[config.mk]
export PLATFORM = sky130hd
export DESIGN_NAME = popcount_tree
export DESIGN_NICKNAME = d
export VERILOG_FILES = /design/src/rtl/popcount_pkg.sv /design/src/rtl/slice_count.sv /design/src/rtl/add_tree.sv /design/src/rtl/popcount_tree.sv
export SDC_FILE = /design/constraint.sdc
export NUM_CORES = 1
export LEC_CHECK = 0
export CAP_MARGIN = 10
export CORE_MARGIN = 2
export CORE_UTILIZATION = 56
export DETAILED_ROUTE_END_ITERATION = 10
export PLACE_DENSITY = 0.89
export SLEW_MARGIN = 20
export SYNTH_ARGS = -nofsm -noshare
export SYNTH_HDL_FRONTEND = slang
export SYNTH_SLANG_ARGS = --single-unit
[constraint.sdc]
create_clock -name clk -period 2.4 [get_ports clk]
set_input_delay 0.24 -clock clk [delete_from_list [all_inputs] [get_ports clk]]
set_output_delay 0.24 -clock clk [all_outputs]
set_load 0.02 [all_outputs]
[src/rtl/popcount_pkg.sv]
package popcount_pkg;
  // Slice geometry used by the recode table
  localparam int unsigned SLICE_W     = 4;
  localparam int unsigned SLICE_CNT_W = $clog2(SLICE_W + 1);
endpackage

[src/rtl/slice_count.sv]
module slice_count
  import popcount_pkg::*;
(
  input  logic [SLICE_W-1:0]     bits,
  output logic [SLICE_CNT_W-1:0] ones
);
  // 16-entry recode of a slice into its count of ones
  always_comb begin
    unique case (bits)
      4'b0000: ones = 3'd0;
      4'b0001: ones = 3'd1;
      4'b0010: ones = 3'd1;
      4'b0011: ones = 3'd2;
      4'b0100: ones = 3'd1;
      4'b0101: ones = 3'd2;
      4'b0110: ones = 3'd2;
      4'b0111: ones = 3'd3;
      4'b1000: ones = 3'd1;
      4'b1001: ones = 3'd2;
      4'b1010: ones = 3'd2;
      4'b1011: ones = 3'd3;
      4'b1100: ones = 3'd2;
      4'b1101: ones = 3'd3;
      4'b1110: ones = 3'd3;
      default: ones = 3'd4;
    endcase
  end
endmodule

[src/rtl/add_tree.sv]
module add_tree #(
  parameter  int unsigned LEAVES = 24,
  parameter  int unsigned IN_W   = 3,
  localparam int unsigned LEVELS = (LEAVES > 1) ? $clog2(LEAVES) : 0,
  localparam int unsigned SLOTS  = 1 << LEVELS,
  localparam int unsigned OUT_W  = IN_W + LEVELS
) (
  input  logic [LEAVES*IN_W-1:0] leaves_flat,
  output logic [OUT_W-1:0]       total
);
  // One stage per level; each level is one bit wider than the one below
  for (genvar lv = 0; lv <= LEVELS; lv++) begin : g_stage
    localparam int unsigned W = IN_W + lv;
    localparam int unsigned N = SLOTS >> lv;
    logic [W-1:0] node [N];
    if (lv == 0) begin : g_leaf
      for (genvar i = 0; i < N; i++) begin : g_slot
        if (i < LEAVES) begin : g_used
          assign node[i] = leaves_flat[i*IN_W +: IN_W];
        end else begin : g_pad
          assign node[i] = '0;
        end
      end
    end else begin : g_sum
      for (genvar i = 0; i < N; i++) begin : g_pair
        assign node[i] = {1'b0, g_stage[lv-1].node[2*i]}
                       + {1'b0, g_stage[lv-1].node[2*i+1]};
      end
    end
  end

  assign total = g_stage[LEVELS].node[0];
endmodule

[src/rtl/popcount_tree.sv]
module popcount_tree
  import popcount_pkg::*;
#(
  parameter  int unsigned DATA_W  = 95,
  localparam int unsigned SLICES  = (DATA_W + SLICE_W - 1) / SLICE_W,
  localparam int unsigned PAD_W   = SLICES * SLICE_W,
  localparam int unsigned CNT_W   = $clog2(DATA_W + 1),
  localparam int unsigned LEVELS  = (SLICES > 1) ? $clog2(SLICES) : 0,
  localparam int unsigned TREE_W  = SLICE_CNT_W + LEVELS
) (
  input  logic              clk,
  input  logic              rst_n,
  input  logic              word_valid,
  output logic              word_ready,
  input  logic [DATA_W-1:0] word_data,
  output logic              cnt_valid,
  input  logic              cnt_ready,
  output logic [CNT_W-1:0]  cnt_value
);
  logic [PAD_W-1:0]              padded;
  logic [SLICES*SLICE_CNT_W-1:0] slice_cnts;
  logic [TREE_W-1:0]             tree_total;

  // Zero-extend to a whole number of slices
  always_comb begin
    padded = '0;
    padded[DATA_W-1:0] = word_data;
  end

  for (genvar s = 0; s < SLICES; s++) begin : g_slice
    slice_count u_slice (
      .bits (padded[s*SLICE_W +: SLICE_W]),
      .ones (slice_cnts[s*SLICE_CNT_W +: SLICE_CNT_W])
    );
  end

  add_tree #(
    .LEAVES (SLICES),
    .IN_W   (SLICE_CNT_W)
  ) u_tree (
    .leaves_flat (slice_cnts),
    .total       (tree_total)
  );

  // Output slot is free when empty or being drained
  assign word_ready = !cnt_valid || cnt_ready;

  always_ff @(posedge clk or negedge rst_n) begin
    if (!rst_n) begin
      cnt_valid <= 1'b0;
      cnt_value <= '0;
    end else if (word_ready) begin
      cnt_valid <= word_valid;
      if (word_valid) cnt_value <= tree_total[CNT_W-1:0];
    end
  end

  // Per-slice table check against a direct bit count
  for (genvar s = 0; s < SLICES; s++) begin : g_lut_chk
    p_lut_r9: assert property (@(posedge clk) disable iff (!rst_n)
      word_valid |-> (slice_cnts[s*SLICE_CNT_W +: SLICE_CNT_W]
                      == SLICE_CNT_W'($countones(padded[s*SLICE_W +: SLICE_W]))));
  end

  // Tree total never exceeds the word width
  p_tree_fits_r2: assert property (@(posedge clk) disable iff (!rst_n)
    word_valid |-> (tree_total <= TREE_W'(DATA_W)));

  p_count_range_r2: assert property (@(posedge clk) disable iff (!rst_n)
    cnt_valid |-> (cnt_value <= CNT_W'(DATA_W)));

  p_launch_r5: assert property (@(posedge clk) disable iff (!rst_n)
    (word_valid && word_ready) |=> cnt_valid);

  p_hold_r7: assert property (@(posedge clk) disable iff (!rst_n)
    (cnt_valid && !cnt_ready) |=> (cnt_valid && $stable(cnt_value)));

  p_bubble_r8: assert property (@(posedge clk) disable iff (!rst_n)
    (!word_valid && word_ready) |=> (!cnt_valid && $stable(cnt_value)));
endmodule

Word level (Yosys, flattened, before mapping) --
Memories as Yosys holds them, arrays and structs flattened. Cells that the tools add are included. W data, S select, Z words.
Storage, ports and cells: memories 24, output and inout port bits 9, word-level logic and storage cells 52, bits in registers 8, bits in read-only memories 1152
Operators by class: add/sub/neg operators 23, reductions and logical operators 3
Memory list:
- (no name shown) | depth 16, bits a word 3, read ports 1, clocked after memory_dff 0, write ports 0, RTL line slice_count.sv:9 | unique case (bits)
- (no name shown) | depth 16, bits a word 3, read ports 1, clocked after memory_dff 0, write ports 0, RTL line slice_count.sv:9
- (no name shown) | depth 16, bits a word 3, read ports 1, clocked after memory_dff 0, write ports 0, RTL line slice_count.sv:9
- (no name shown) | depth 16, bits a word 3, read ports 1, clocked after memory_dff 0, write ports 0, RTL line slice_count.sv:9
- (no name shown) | depth 16, bits a word 3, read ports 1, clocked after memory_dff 0, write ports 0, RTL line slice_count.sv:9
- (no name shown) | depth 16, bits a word 3, read ports 1, clocked after memory_dff 0, write ports 0, RTL line slice_count.sv:9
- +18 memories
Operators by type and width (number):
- $add A3 B3 Y4 | 12
- $add A4 B4 Y5 | 6
- $add A5 B5 Y6 | 3
- $add A6 B6 Y7 | 1
- $add A7 B6 Y7 | 1
- $reduce_and A2 Y1 | 1
- $logic_not A1 Y1 | 1
- $logic_or A1 B1 Y1 | 1

Depth between registers and ports, before layout --
An unclocked memory read counts as a cell.
word-level depth 6, mapped depth 22, depth with buffers taken out 22

By module --
A second synthesis with hierarchy kept.
Second synthesis, totals: cell total of the unflattened synthesis 550, area, all modules 4829.6 µm²
Modules (own cells, without submodules):
- slice_count | times used 24, area an instance 97.6 µm², cells an instance 13
- add_tree | times used 1, area an instance 2145.8 µm², cells an instance 219
- popcount_tree | times used 1, area an instance 341.6 µm², cells an instance 19

Worst setup path before layout --
OpenSTA, ideal clock, no wires.
path type in2reg, start input port word_data[64], end register cnt_value[5], path slack -3429 ps, data arrival time 5708 ps, data required time 2279 ps, stages on the path 21, buffers on the path 0, cells stage by stage inv_1 -> ha_1 -> xnor2_1 -> xnor2_1 -> fa_1 -> inv_1 -> fa_1 -> fa_1 -> inv_1 -> fa_1 -> fa_1 -> fa_1 -> inv_1 -> fa_1 -> inv_1 -> ha_1 -> fa_1 -> a21o_1 -> a21oi_1 -> xor2_1 -> o21ai_1
On the way: longest elaborated chain between the ends 5
RTL lines:
- start: declaration | RTL line popcount_tree.sv:15 | input logic [DATA_W-1:0] word_data,
- $mem_v2 Z16 W3
- $add A3 B3 Y4 | RTL line add_tree.sv:27 | + {1'b0, g_stage[lv-1].node[2*i+1]};
- $add A4 B4 Y5 | RTL line add_tree.sv:27
- $add A5 B5 Y6 | RTL line add_tree.sv:27
- $add A7 B6 Y7 | RTL line add_tree.sv:27
- end signal: assignment | RTL line popcount_tree.sv:54 | if (word_valid) cnt_value <= tree_total[CNT_W-1:0];
- end: declaration | RTL line popcount_tree.sv:18 | output logic [CNT_W-1:0] cnt_value
Every way passes these cells. A chain may end at the register's enable or synchronous reset.

Worst setup path after layout --
start input port word_data[34], end register cnt_value[5]
On the way: longest elaborated chain between the ends 6
RTL lines (RTL line):
- $mem_v2 Z16 W3
- $add A3 B3 Y4 | add_tree.sv:27
- $add A4 B4 Y5 | add_tree.sv:27
- $add A5 B5 Y6 | add_tree.sv:27
- $add A6 B6 Y7 | add_tree.sv:27
- $add A7 B6 Y7 | add_tree.sv:27
Every way passes these cells.

==> reports/results.ini <==
[layout]
postLayoutCoreUtil_pct=88.1
antenna_cells=0
fillers=341
drive_above_1_share_pct=37.5
nets=886
syn_to_final_growth_pct=53.9

[synthesis]
synth_top_family_by_area=adder cells
ys_seq_elements=8
synthTopCellsByArea=fa_1 30%, ha_1 23%, inv_1 10%
synth_flop_cell=dfrtp_1
synthCells=472
synth-xor-area-share_pct=10.2
synth_fa_ha_area_share_pct=53.1
post_synth.cell_area_avg_um2=9.28
synth_edf_count=0
synth-seq-area-share_pct=4.57
yosysUniqueCellTypes=26
syn-num-nets=718
synth_compound_area_share_pct=5.97
synth.top_cell.area_share_pct=29.7
synthMuxAreaShare_pct=8.66
yosys_warnings=0
synth-simple-area-share_pct=6.83
synth_top_cell_by_area=fa_1
ys_async_sr_fraction_pct=100
syn_area_um2=4380

[die]
die_w_um=92.4
die_h_um=92.4
fp-row-count=32
fp.dieArea_um2=8540
start_util_pct=57.3
core_um2=7650
pin_count=108

[place]
routabilityCongestion=0.823
dp_hpwl_um=9030
portBuffers=107
pre_cts_slack_ns=-3.97

[critical_path]
startpoint=word_data[34]
critPathRequiredTime_ns=2.51
worstSetupPathType=input pin to flop
crit_fanout=3
r2r_slack_ns=1.21
r2r_cells=3
setup.worst_path.start_class=input pin
crit_end=cnt_value[5]
reg2reg_to=cnt_value[2]
worstSetupEndpointType=flop
cp_cell_sequence=clkdlybuf4s15_1 > buf_4 > mux2i_2 > o21ai_2 > fa_1 > inv_2 > fa_1 > fa_1 > fa_2 > fa_1 > fa_1 > inv_1 > fa_1 > inv_2 > ha_4 > fa_2 > a21o_1 > a21oi_2 > xor2_1 > o21ai_1
critPathMaxStageDelay_ns=0.59
critPathArrivalTime_ns=5.91
path_common_cell=fa_1
crit_slowest_cell=fa_2
reg2reg_from=cnt_valid

[run_status]
failed_checks=negative setup slack
status=complete, but fails checks

[sta]
period_share_pct=242
min_period_ns=5.80
setup_viol=7
hold_viol_final=0
grt_setup_unrepaired=yes
worst_pin_slew_ns=0.530
slew_violations=0
fin_skew_ns=0.000388
setup_ws_ns=-3.40
relSlewSlack_pct=64.3
max_freq_mhz=172
finalSetupTns_ns=-21.60

[clock_network]
cts.sinks=8
cts_root_buf=clkbuf_8
clockBufferDepth=2
clk_pin_slew_worst_paths_ns=0.04
cts_tree=yes
h-tree-depth=1
clk_latency_ns=0.23
cts_buffers=3

[drt]
vias=3989
drtIter0Drc=70
dr.pass1.iters=4
routed_via_density=5.39
ant_nets=0
wl_per_cell_um=18.0
wl_um=13300
drcViolationCount=0

[grt]
grt_max_degree=12
antenna_found_initial=0
grt_pass1_vias=4447
grt_usage_pct=28.1
grt_overflow_total=0
grt_pass1_wl_um=19100

[min_path]
min_path_type=input pin to async pin

[run]
cap_violations=0

cell usage after synthesis (13+ instances only):
cell type	number
o21ai_0	19
inv_1	120
fa_1	65
mux2_2	15
xnor2_1	31
mux2i_1	21
nand2_1	21
nand3_1	13
a21oi_1	16
and3_1	13
ha_1	82
xor2_1	20
critical path, delay by kind of cell:
family,cells,cell delay (ns)
multiplexers,1,0.24
XOR/XNOR,1,0.17
AO/OA/AOI/OAI,4,0.50
buffers and inverters,5,0.52
adder cells (fa/ha/maj),9,4.23
how the worst min path moves through the flow:
stage	start	end
2_1_floorplan	rst_n	cnt_valid
3_3_place_gp	cnt_value[3]	cnt_value[3]
3_5_place_dp	cnt_value[5]	cnt_value[5]
4_1_cts	rst_n	cnt_valid
5_1_grt	rst_n	cnt_value[0]
6_report	rst_n	cnt_value[0]
cells by family after synthesis:
logic type | count (synthesis)
buffers and inverters | 122
flip-flops | 8
AO/OA/AOI/OAI | 46
adder cells (fa/ha/maj) | 147
AND/OR/NAND/NOR | 62
XOR/XNOR | 51
multiplexers | 36
cells in the final DEF (no fill, tap or decap), drive strengths merged, types with 13 or more instances in the layout:
cell type and n:
mux2i 21, buf 82, and3 13, ha 82, dlygate4sd2 26, inv 120
xor2 20, o21ai 20, a21oi 17, clkdlybuf4s15 13, nand3 13, nand2 22
xnor2 31, mux2 15, clkdlybuf4s50 29, fa 65
routing by layer:
layer  GRT usage, %  vias to the layer above  wire length, um
met5              0                        -                0
met4           11.7                        0              825
met3           3.58                       70              589
met2           57.7                      163             7480
met1           27.5                     1967             4390
li1               -                     1789                -
area by class of cell:
type / count / area [um2] / area share, %
flip-flops and latches: 8 / 200 / 2.97
repair buffers: 165 / 1480 / 22.0
well taps: 102 / 128 / 1.89
clock buffers: 3 / 41.3 / 0.613
inverters: 120 / 495 / 7.35
multi-input cells: 342 / 4400 / 65.2
flip-flops by register name, summed over array words and instances (netlist names):
signal,cells
cnt_valid,1
cnt_value,7
metrics by stage:
stage               hold WS, ns  instances  instance area, um2
floorplan               -0.0556        472                4560
global placement          0.468        733                6150
detailed placement        0.491        733                6150
CTS                       0.303        739                6540
global route              0.321        740                6740
finish                    0.296        740                6740
what timing repair did:
item / CTS / global route
endpoints found under the setup margin: 7 / 7
setup buffers: 3 / 2
pin swaps: 80 / 46
endpoints found under the hold margin: 0 / 0
hold buffers: 0 / 0
gates resized for setup: 266 / 77
Power is left out: the tool's default activity adds up to more than one toggle a clock period on the data nets, which glitch-free logic cannot reach.
